`src/rtl/nxpc_pkg.sv`:
```
package nxpc_pkg;
    typedef enum logic [2:0] {
        BR_NONE   = 3'd0,
        BR_PAGE   = 3'd1,
        BR_LONG   = 3'd2,
        BR_SHORT  = 3'd3,
        BR_IF_CY  = 3'd4,
        BR_IF_NCY = 3'd5,
        BR_DEC_NZ = 3'd6,
        BR_CMP_NE = 3'd7
    } br_kind_e;
endpackage

```
`src/rtl/nxpc_rel_add.sv`:
```
module nxpc_rel_add #(
    parameter int AW = 16,
    parameter int DW = 8
) (
    input  logic [AW-1:0] base,
    input  logic [DW-1:0] offset,
    output logic [AW-1:0] sum
);
    localparam int EXT_W = AW - DW;
    logic [AW-1:0] off_ext;

    always_comb begin
        off_ext = {{EXT_W{offset[DW-1]}}, offset};
        sum     = base + off_ext;
    end

    always_comb begin
        if (offset[DW-1] == 1'b0)
            AST_FWD_NOT_BELOW: assert ((sum - base) < (AW'(1) << (DW-1)));
    end
endmodule

```
`src/rtl/nxpc_addr_add.sv`:
```
module nxpc_addr_add #(
    parameter int AW = 16,
    parameter int DW = 8
) (
    input  logic [AW-1:0] base,
    input  logic [DW-1:0] addend,
    output logic [AW-1:0] sum
);
    localparam int EXT_W = AW - DW;
    logic [AW-1:0] add_ext;

    always_comb begin
        add_ext = {{EXT_W{1'b0}}, addend};
        sum     = base + add_ext;
    end

    always_comb begin
        AST_DIFF_BOUNDED: assert ((sum - base) == add_ext);
    end
endmodule

```
`src/rtl/nxpc_cond.sv`:
```
module nxpc_cond
    import nxpc_pkg::*;
#(
    parameter int DW = 8
) (
    input  br_kind_e      kind,
    input  logic          cy_in,
    input  logic [DW-1:0] dec_src,
    input  logic [DW-1:0] lhs,
    input  logic [DW-1:0] rhs,
    output logic          cond_ok,
    output logic [DW-1:0] dec_val,
    output logic          cy_out
);
    localparam logic [DW-1:0] ONE = DW'(1);

    always_comb begin
        dec_val = dec_src - ONE;
        cy_out  = cy_in;
        cond_ok = 1'b0;
        unique case (kind)
            BR_NONE:                     cond_ok = 1'b0;
            BR_PAGE, BR_LONG, BR_SHORT:  cond_ok = 1'b1;
            BR_IF_CY:                    cond_ok = cy_in;
            BR_IF_NCY:                   cond_ok = ~cy_in;
            BR_DEC_NZ:                   cond_ok = (dec_val != '0);
            BR_CMP_NE: begin
                cond_ok = (lhs != rhs);
                cy_out  = (lhs < rhs);
            end
            default:                     cond_ok = 1'b0;
        endcase
    end

    always_comb begin
        if (dec_src == '0)
            AST_DEC_WRAP: assert (dec_val == '1);
        if (kind == BR_DEC_NZ && dec_src == ONE)
            AST_DEC_LAST_FALLS: assert (!cond_ok);
        if (kind == BR_CMP_NE && lhs == rhs)
            AST_CMP_EQ_NO_CARRY: assert (!cond_ok && !cy_out);
    end
endmodule

```
`src/rtl/nxpc_unit.sv`:
```
module nxpc_unit
    import nxpc_pkg::*;
#(
    parameter int AW     = 16,
    parameter int DW     = 8,
    parameter int PAGE_W = 3
) (
    input  logic [AW-1:0] seq_addr,
    input  logic [2:0]    br_kind,
    input  logic [DW-1:0] opcode,
    input  logic [DW-1:0] opnd_a,
    input  logic [DW-1:0] opnd_b,
    input  logic          cy_in,
    input  logic [DW-1:0] dec_src,
    input  logic [DW-1:0] cmp_lhs,
    input  logic [DW-1:0] cmp_rhs,
    input  logic [DW-1:0] acc,
    input  logic [AW-1:0] dptr,
    input  logic          tbl_use_pc,
    output logic [AW-1:0] next_pc,
    output logic          taken,
    output logic          cy_out,
    output logic [DW-1:0] dec_val,
    output logic [AW-1:0] tbl_addr,
    output logic [AW-1:0] dptr_inc
);
    localparam int SPLICE_W = DW + PAGE_W;
    localparam int KEEP_W   = AW - SPLICE_W;
    localparam int OPC_LO_W = DW - PAGE_W;
    localparam logic [OPC_LO_W-1:0] PAGE_OPC_LO = OPC_LO_W'(1);

    br_kind_e      kind_e;
    logic [DW-1:0] rel_off;
    logic [AW-1:0] rel_tgt;
    logic [AW-1:0] page_tgt;
    logic [AW-1:0] long_tgt;
    logic [AW-1:0] tgt;
    logic [AW-1:0] tbl_base;
    logic          cond_ok;

    assign kind_e = br_kind_e'(br_kind);

    // Operand byte that carries the relative offset
    always_comb begin
        rel_off = (kind_e == BR_CMP_NE) ? opnd_b : opnd_a;
    end

    nxpc_rel_add #(.AW(AW), .DW(DW)) u_rel (
        .base   (seq_addr),
        .offset (rel_off),
        .sum    (rel_tgt)
    );

    nxpc_cond #(.DW(DW)) u_cond (
        .kind    (kind_e),
        .cy_in   (cy_in),
        .dec_src (dec_src),
        .lhs     (cmp_lhs),
        .rhs     (cmp_rhs),
        .cond_ok (cond_ok),
        .dec_val (dec_val),
        .cy_out  (cy_out)
    );

    // Page splice and long target
    always_comb begin
        page_tgt = {seq_addr[AW-1 -: KEEP_W], opcode[DW-1 -: PAGE_W], opnd_a};
        long_tgt = AW'({opnd_a, opnd_b});
    end

    always_comb begin
        unique case (kind_e)
            BR_PAGE: tgt = page_tgt;
            BR_LONG: tgt = long_tgt;
            default: tgt = rel_tgt;
        endcase
        taken   = cond_ok;
        next_pc = cond_ok ? tgt : seq_addr;
    end

    // Table lookup and data pointer increment share one adder type
    always_comb begin
        tbl_base = tbl_use_pc ? seq_addr : dptr;
    end

    nxpc_addr_add #(.AW(AW), .DW(DW)) u_tbl (
        .base   (tbl_base),
        .addend (acc),
        .sum    (tbl_addr)
    );

    nxpc_addr_add #(.AW(AW), .DW(DW)) u_dpi (
        .base   (dptr),
        .addend (DW'(1)),
        .sum    (dptr_inc)
    );

    always_comb begin
        if (kind_e == BR_PAGE) begin
            AST_PAGE_KEEPS_TOP: assert (next_pc[AW-1 -: KEEP_W] == seq_addr[AW-1 -: KEEP_W]);
            AST_PAGE_FORM: assert (opcode[OPC_LO_W-1:0] == PAGE_OPC_LO);
        end
        if (kind_e == BR_LONG)
            AST_LONG_LOW_BYTE: assert (next_pc[DW-1:0] == opnd_b);
        if (!taken)
            AST_FALL_THROUGH: assert (next_pc == seq_addr);
        if (kind_e == BR_IF_CY && !cy_in)
            AST_CY_CLEAR_FALLS: assert (!taken);
        AST_INC_MOVES: assert (dptr_inc != dptr);
    end
endmodule

```
`config.mk`:
```
export PLATFORM = sky130hd
export DESIGN_NAME = nxpc_unit
export DESIGN_NICKNAME = d
export VERILOG_FILES = /design/src/rtl/nxpc_pkg.sv /design/src/rtl/nxpc_rel_add.sv /design/src/rtl/nxpc_addr_add.sv /design/src/rtl/nxpc_cond.sv /design/src/rtl/nxpc_unit.sv
export SDC_FILE = /design/constraint.sdc
export NUM_CORES = 1
export LEC_CHECK = 0
export BUFFER_PORTS_ARGS = -buffer_cell sky130_fd_sc_hd__buf_2
export CAP_MARGIN = 20
export CORE_UTILIZATION = 48
export DETAILED_ROUTE_END_ITERATION = 8
export PLACE_DENSITY_LB_ADDON = 0.1
export SYNTH_ARGS = -nofsm -noshare
export SYNTH_HDL_FRONTEND = slang
export SYNTH_SLANG_ARGS = --single-unit
```
`constraint.sdc`:
```
create_clock -name vclk -period 5.9
set_clock_uncertainty 0.2 [all_clocks]
set_input_delay 0.885 -clock vclk [all_inputs]
set_output_delay 0.885 -clock vclk [all_outputs]
set_load 0.03 [all_outputs]
```
Word level (Yosys, flattened, before mapping)
Cells that the tools add are included.
{ "op_classes": {"shifts": 0, "addsub": 4, "multipliers": 0, "div_mod_pow": 0, "n_lt_le_gt_ge": 1, "eq_ne": 8, "n_mux": 6, "bitwise": 1, "n_reduce_logical": 3} }
{ "op_table": {"columns": ["cell", "count"], "rows": [
  ["16-bit two-way mux", 2],
  ["16-bit one-hot mux with 2 select lines", 1],
  ["16-bit by 1-bit adder with 16-bit output, second input constant", 1],
  ["16-bit adder", 1],
  ["16-bit by 8-bit adder with 16-bit output", 1],
  ["3-bit == test, second input constant", 4],
  ["8-bit < comparator", 1],
  ["8-bit two-way mux", 1],
  ["8-bit != test", 1],
  ["8-bit nonzero test", 1],
  ["8-bit by 1-bit subtractor with 8-bit output, second input constant", 1],
  ["3-bit by 2-bit == test with 1-bit output, second input constant", 2],
  ["1-bit one-hot mux with 6 select lines", 1],
  ["3-bit by 1-bit == test with 1-bit output, second input constant", 1],
  ["3-bit zero test", 1],
  ["3-bit OR reduction", 1],
  ["1-bit two-way mux", 1],
  ["1-bit inverter", 1]
]} }
{ "totals": {"regBits": 0, "rom_bits": 0, "wordCells": 23, "latchBits": 0, "mem_bits_rw": 0, "out_inout_bits": 58, "memories": 0} }

Longest topological paths before layout
Gate-level depths: netlist of the first run.
{ "logic_depth": {"depth_word": 5, "depth_mapped": 15, "ltp_nobuf": 12} }

By module
Synthesis of the first run repeated with hierarchy kept, for this count alone.
{ "unflattened": {"cells_unflattened": 430, "hier_area_um2": 3153.0} }
{ "by_module_without_submodules": {"columns": ["mod", "n_inst", "cells_per_inst", "area_per_inst_um2"], "rows": [
  ["nxpc_unit", 1, 134, 959.7],
  ["nxpc_rel_add", 1, 98, 724.4],
  ["nxpc_addr_add at u_dpi", 1, 70, 511.7],
  ["nxpc_addr_add at u_tbl", 1, 62, 490.5],
  ["nxpc_cond", 1, 66, 466.7]
]} }

Worst setup path after synthesis of the first run
No wires, ideal clock.
{ "synth_timing": {"path_type": "in2out", "startpoint": "in tbl_use_pc", "endpoint": "out tbl_addr[10]", "t_required_ns": 4.815, "path_stages": 15, "arrival_time_ns": 4.914, "slack_ns": -0.099, "path_buffers": 3, "cell_sequence": "clkbuf_1 buf_1 clkbuf_1 nand2_1 o21ai_0 ha_1 inv_1 fa_1 nor2b_1 o21ai_0 a21boi_0 o211ai_1 nand2_1 mux2i_1 a2111oi_0"} }
{ "synth_between": {"elab_chain_len": 2} }
{ "synth_lines": {"columns": ["item", "line", "text"], "rows": [
  ["start: declaration", "nxpc_unit.sv:19", "input logic tbl_use_pc,"],
  ["16-bit two-way mux", "nxpc_unit.sv:83", "tbl_base = tbl_use_pc ? seq_addr : dptr;"],
  ["16-bit by 8-bit adder with 16-bit output", "nxpc_addr_add.sv:14", "sum = base + add_ext;"],
  ["end: declaration", "nxpc_unit.sv:24", "output logic [AW-1:0] tbl_addr,"]
]} }
No other way between the ends.

Worst setup path after layout of the first run
{ "layout_timing": {"startpoint": "in br_kind[2]", "endpoint": "out next_pc[12]"} }
{ "layout_between": {"elab_chain_len": 5} }
{ "layout_lines": {"columns": ["item", "line", "text"], "rows": [
  ["start: declaration", "nxpc_unit.sv:9", "input logic [2:0] br_kind,"],
  ["3-bit == test", null, null],
  ["8-bit two-way mux", "nxpc_unit.sv:45", "rel_off = (kind_e == BR_CMP_NE) ? opnd_b : opnd_a;"],
  ["16-bit adder", "nxpc_rel_add.sv:14", "sum = base + off_ext;"],
  ["16-bit one-hot mux with 2 select lines", "nxpc_unit.sv:72", "unique case (kind_e)"],
  ["16-bit two-way mux (*)", "nxpc_unit.sv:78", "next_pc = cond_ok ? tgt : seq_addr;"],
  ["end: declaration", "nxpc_unit.sv:20", "output logic [AW-1:0] next_pc,"]
]} }
Every way passes the cells marked *; elsewhere a longest branch is shown, timed or not.

==> results of run 1 <==
[cells by family (layout without fill, tap and decap cells)]
logic type / Yosys count / count (layout) / synth area share (%)
fa+ha+maj: 36 / 36 / 16.2
buf+inv: 46 / 175 / 6.91
compound gates: 138 / 138 / 31.6
mux: 23 / 23 / 8.65
simple gates: 140 / 140 / 23.6
xor+xnor: 43 / 43 / 13.1
[metal layers]
metal / part of all wire [%] / GRT usage (%) / vias to the layer above
met1: 45 / 35.4 / 1641
li1: - / - / 1829
met4: 0.68 / 3.64 / 0
met2: 47 / 49.0 / 154
met3: 7.7 / 2.06 / 6
met5: 0 / 0 / -
[synthesized netlist by cell type, types with 6 or more instances]
library cell and n:
xor2_1 16, nand2b_1 9, nand2_1 41, nor3_1 13, mux2i_1 8, nand4_1 8
nand3_1 13, a21oi_1 25, a211oi_1 6, a22oi_1 10, xnor2_1 27, ha_1 34
nor2_1 34, inv_1 28, clkbuf_1 7, a21o_1 14, o21ai_0 40, mux2_2 15
a31oi_1 8
[critical path, delay by kind of cell]
kind / cells / cell delay (ns)
simple gates: 2 / 0.55
xor+xnor: 1 / 0.08
mux: 1 / 0.42
buf+inv: 2 / 0.54
fa+ha+maj: 2 / 0.62
compound gates: 5 / 1.19
[stage by stage]
step	area [sq um]	cells	setup WS, ns	utilization, %	power, mW
3_3_place_gp	3610	627	0.519	64.1	0.476
6_report	3610	627	0.498	64.1	0.487
4_1_cts	3610	627	0.498	64.1	0.485
2_1_floorplan	2880	426	0.284	-	0.348
5_1_grt	3610	627	0.234	64.1	0.531
3_5_place_dp	3610	627	0.517	64.1	0.482
[power by group]
part / switching (mW) / internal [mW]
clock network: 0 / 0
registers: 0 / 0
logic: 0.310 / 0.177
total: 0.310 / 0.177
[final cells by class]
cell class / instances / area, sq um / area share (%)
tap: 72 / 90.1 / 2.49
multi-input combinational: 380 / 2680 / 74.1
inverter: 29 / 114 / 3.15
timing repair buffer: 146 / 731 / 20.2
[cells in the final DEF, fill, tap and decap left out, types with 2 or more instances in the layout]
cell,synthesis,layout
xnor2_1,27,27
nor2b_1,4,4
a21oi_1,25,25
o211ai_1,4,4
nand3b_1,2,2
a221o_1,2,2
mux2i_1,8,8
o221ai_1,2,2
and3_1,5,5
and2_1,2,2
a22oi_1,10,10
nor3_1,13,13
o21ai_0,40,40
nand4_1,8,8
buf_2,5,146
o221a_2,2,2
fa_1,2,2
o21a_1,5,5
nand2b_1,9,9
inv_1,28,28
a31o_2,3,3
mux2_2,15,15
o22ai_1,2,2
nand3_1,13,13
o21bai_1,2,2
a211oi_1,6,6
o31ai_1,3,3
nand2_1,41,41
a31oi_1,8,8
nor2_1,34,34
a21o_1,14,14
ha_1,34,34
xor2_1,16,16
[path summary, 6_finish.rpt]
kind | startpoint | to | slack [ns]
setup / recovery | br_kind[2] | next_pc[12] | 0.50
hold / removal | dec_src[7] | dec_val[7] | 1.89
==> metrics.txt, run 1 <==
gr ovfl total=0; Hold Crit Class=input pin to output pin; Slew @ Worst Pin=0.740 ns; number of global-route vias before repair=3,250; Slew headroom=50.2%; crit path max fanout=23; largest cells by area after synthesis=ha_1 15%, xnor2_1 8.2%, o21ai_0 7.0%, mux2_2 5.9%, nand2_1 5.3%; critical path cell sequence=buf_2 -> nand3_1 -> mux2_2 -> ha_1 -> fa_1 -> a21o_1 -> a311o_1 -> a22oi_1 -> nand2b_1 -> a21oi_1 -> xor2_1 -> o21ai_0 -> buf_2; fillers=566; CORE AREA=5640 sq um; critical path capture point type=output pin; worst hold path depth=3; drt wl/cell=14.1 um; setup tns final=0 ns; CP Data Arrival Time=4.32 ns; DIE AREA=6310 sq um; post-synth top area cell=ha_1; Max Cap Viol=0; Die Wd=79.4 um; first-pass GRT wire length=14.3 mm; cell leakage power=1.83 nW; final setup fails=0; vias per cell=5.79; critical path's most frequent cell=buf_2; final WL=8.83 mm; CTS-repair resized insts=0; Starting DRT DRC Count=249; Worst IR Drop VDD=94.0 uV; Final Max Slew Viols=0; Worst Path Required=4.82 ns; Avg Cell Area, Syn=6.76 sq um; Post-DRT Antenna Nets=0; port bufs=146; placed wire-length estimate=7.34 mm; Tmin final=5.40 ns; Vias=3,630; Yosys top cell area share=14.8%; Critical Path Source Type=input pin; area of the mapped netlist=2880 sq um; hold buffers post-CTS=0; Final Hold Violating Endpoints=0; Pwr Density=135 nW/um^2; hold_ws=1.89 ns; CLK BUF=0; f_max=0.185 GHz; Seq Cell Count=0; Yosys cell types=57; worst setup path class=input pin to output pin; chip height=79.4 um; Post-Syn Instances=426; period utilisation layout=91.6%; slowest CP cell=nand3_1; status=finished, final reports clean; synth-to-layout area growth=25.6%; initial antenna violation count=0; Overall Global Routing Usage=27.1%; Syn Nets=555; RSZ-0062 raised after global routing=no; FP Rows=27; Antenna Diode Count=0; Starting Density=51.0%; Final #Nets=686; pin count of the biggest net entering global routing=27; share of layout cells above drive strength 1=31.0%; DR DRC count=0; Synth warnings=0; # Post-CTS Setup Buffers=0; 1st-pass router iterations=5; critical path's largest stage delay=0.46 ns; FF+latch area=0 sq um; IO Pins=151; gp weighted congestion=0.895; Seq/Total Area, Yosys=0%
Note: power is estimated with default switching activity, not from simulation.
==> run 2, diff against run 1 <==
- clock period: 5.9 -> 6 ns (I/O delays scaled with it)
==> run 2 against run 1 <==
  * Die area did not move
  * Hold slack improved by 0.024 ns
  * Sequential share of layout area stayed put
  * Flip-flop and latch count unchanged
  * Critical path type unchanged
  * Largest cell class unchanged
  * Largest power group unchanged
==> metrics.txt, run 2 (synthesis gave the netlist of run 1 again) <==
Overall Global Routing Usage=26.7% (-0.36 points); setup tns final=0 ns (unchanged); Most Used Layer, Global Route=met2; Max Cap Viol=0 (unchanged); period utilisation layout=90.6%; FP Rows=27 (unchanged); Antenna Diode Count=0 (unchanged); CP Data Arrival Time=4.33 ns (about the same); most frequent cells in the layout=146 x buf_2, 41 x nand2_1, 40 x o21ai_0; Tmin final=5.43 ns; chip height=79.4 um (unchanged); Worst Path Required=4.90 ns (+0.08 ns); Switch Pwr=0.305 mW (-1.6%); CORE AREA=5640 sq um (unchanged); critical path capture point type=output pin; Internal=0.174 mW (-1.8%); hold buffers post-CTS=0 (unchanged); Critical Path Source Type=input pin; Worst IR Drop VDD=78.1 uV (-17%); DR DRC count=0 (unchanged); FF+latch area=0 sq um (unchanged); port bufs=146 (unchanged); number of global-route vias before repair=3,246 (-0.12%); f_max=0.184 GHz; slowest CP cell=nand3_1; final WL=8.79 mm (-0.41%); hold_ws=1.91 ns (+0.0243 ns); critical path cell sequence=buf_2 -> nand3_1 -> mux2_2 -> ha_1 -> fa_1 -> a21o_1 -> a311o_1 -> a22oi_1 -> o21ai_0 -> nand2b_1 -> a31oi_1 -> a221o_1 -> buf_2; status=finished, final reports clean; pre-CTS setup slack=0.618 ns (+0.102 ns); pin count of the biggest net entering global routing=27 (unchanged); synth-to-layout area growth=25.6% (unchanged); drt wl/cell=14.0 um (-0.41%); cell leakage power=1.83 nW (unchanged); critical path's largest stage delay=0.46 ns (about the same); Top Family by Delay on Critical Path=compound AO/OA/AOI/OAI gates; Starting Density=51.0% (unchanged); initial antenna violation count=0 (unchanged); RSZ-0062 raised after global routing=no; final setup fails=0 (unchanged); DIE AREA=6310 sq um (unchanged); Design Area, Final=3610 sq um (unchanged); Slew headroom=49.5% (-0.68 points); crit path max fanout=23 (unchanged); worst hold path depth=3 (unchanged); Final WS setup=0.565 ns (+0.0668 ns); Pwr Density=133 nW/um^2 (-1.7%); worst hold endpoint=dec_val[7]; # Post-CTS Setup Buffers=0 (unchanged); most common cell after layout, fill and taps aside=buf_2; vias per cell=5.75 (-0.69%); Final Util=64.1% (unchanged); met3 GRT Util=2.40% (+0.34 points); gp weighted congestion=0.902 (+0.78%); grt met2 use=48.2% (-0.77 points); Hold Crit Class=input pin to output pin; sequential share of power=0% (unchanged); Starting DRT DRC Count=185 (-26%); IO Pins=151 (unchanged); Final Max Slew Viols=0 (unchanged); share of layout cells above drive strength 1=31.0% (unchanged); placed cell areas=3610 sq um (unchanged); Seq Cell Count=0 (unchanged); CTS-repair resized insts=0 (unchanged); 1st-pass router iterations=4 (-1); gr ovfl total=0 (unchanged); placed wire-length estimate=7.25 mm (-1.3%); Die Wd=79.4 um (unchanged); Final Hold Violating Endpoints=0 (unchanged); critical path's most frequent cell=buf_2; Post-DRT Antenna Nets=0 (unchanged); Final #Nets=686 (unchanged); Slew @ Worst Pin=0.750 ns (+0.0101 ns); CLK BUF=0 (unchanged); Crit path buffers/inverters=2 (unchanged); Hold Path Origin=dec_src[7]; Clock Power Share=0% (unchanged); Sw Share=63.7% (about the same); Vias=3,605 (-0.69%); M1 GR Usage=34.6% (-0.82 points); worst setup path class=input pin to output pin; Gate power share=100.0% (about the same); first-pass GRT wire length=14.1 mm (-1.3%)
==> run 2: cell counts in the layout (fill, tap and decap cells not counted) <==
Identical to the previous run, type by type.
==> run 2: power groups by stage <==
stage / logic [mW] / clock network (mW) / registers [mW]
global route: 0.521 / 0 / 0
CTS: 0.476 / 0 / 0
global placement: 0.468 / 0 / 0
finish: 0.479 / 0 / 0
floorplan: 0.342 / 0 / 0
detailed placement: 0.473 / 0 / 0
==> run 2: worst min-delay path, cell delays in order <==
cell and delay [ns]:
buf_2 0.09, xnor2_1 0.06, buf_2 0.17
==> run 2: cell type report <==
cell class / count / area [sq um]
tap: 72 / 90.1
multi-input combinational: 380 / 2680
inverter: 29 / 114
timing repair buffer: 146 / 731
fill: 574 / 2030
==> run 2: metal layers <==
layer / wire (um) / vias to the layer above
li1: - / 1826
met1: 3930 / 1608
met2: 4100 / 158
met3: 646 / 13
met4: 111 / 0
met5: 0 / -
==> run 2: worst max path at each step <==
stage / start / end / slack [ns] / cells after the start
final: br_kind[2] / next_pc[14] / 0.57 / 13
after global routing: br_kind[2] / next_pc[15] / 0.31 / 12
after CTS: br_kind[2] / next_pc[14] / 0.60 / 13
after detailed placement: br_kind[2] / next_pc[14] / 0.62 / 13
after global placement: br_kind[2] / next_pc[14] / 0.59 / 13
after floorplan: tbl_use_pc / tbl_addr[10] / 0.35 / 15
==> run 2: through the flow <==
stage | instances | power [mW]
after global placement | 627 | 0.468
final | 627 | 0.479
after CTS | 627 | 0.476
after detailed placement | 627 | 0.473
after global routing | 627 | 0.521
after floorplan | 426 | 0.342
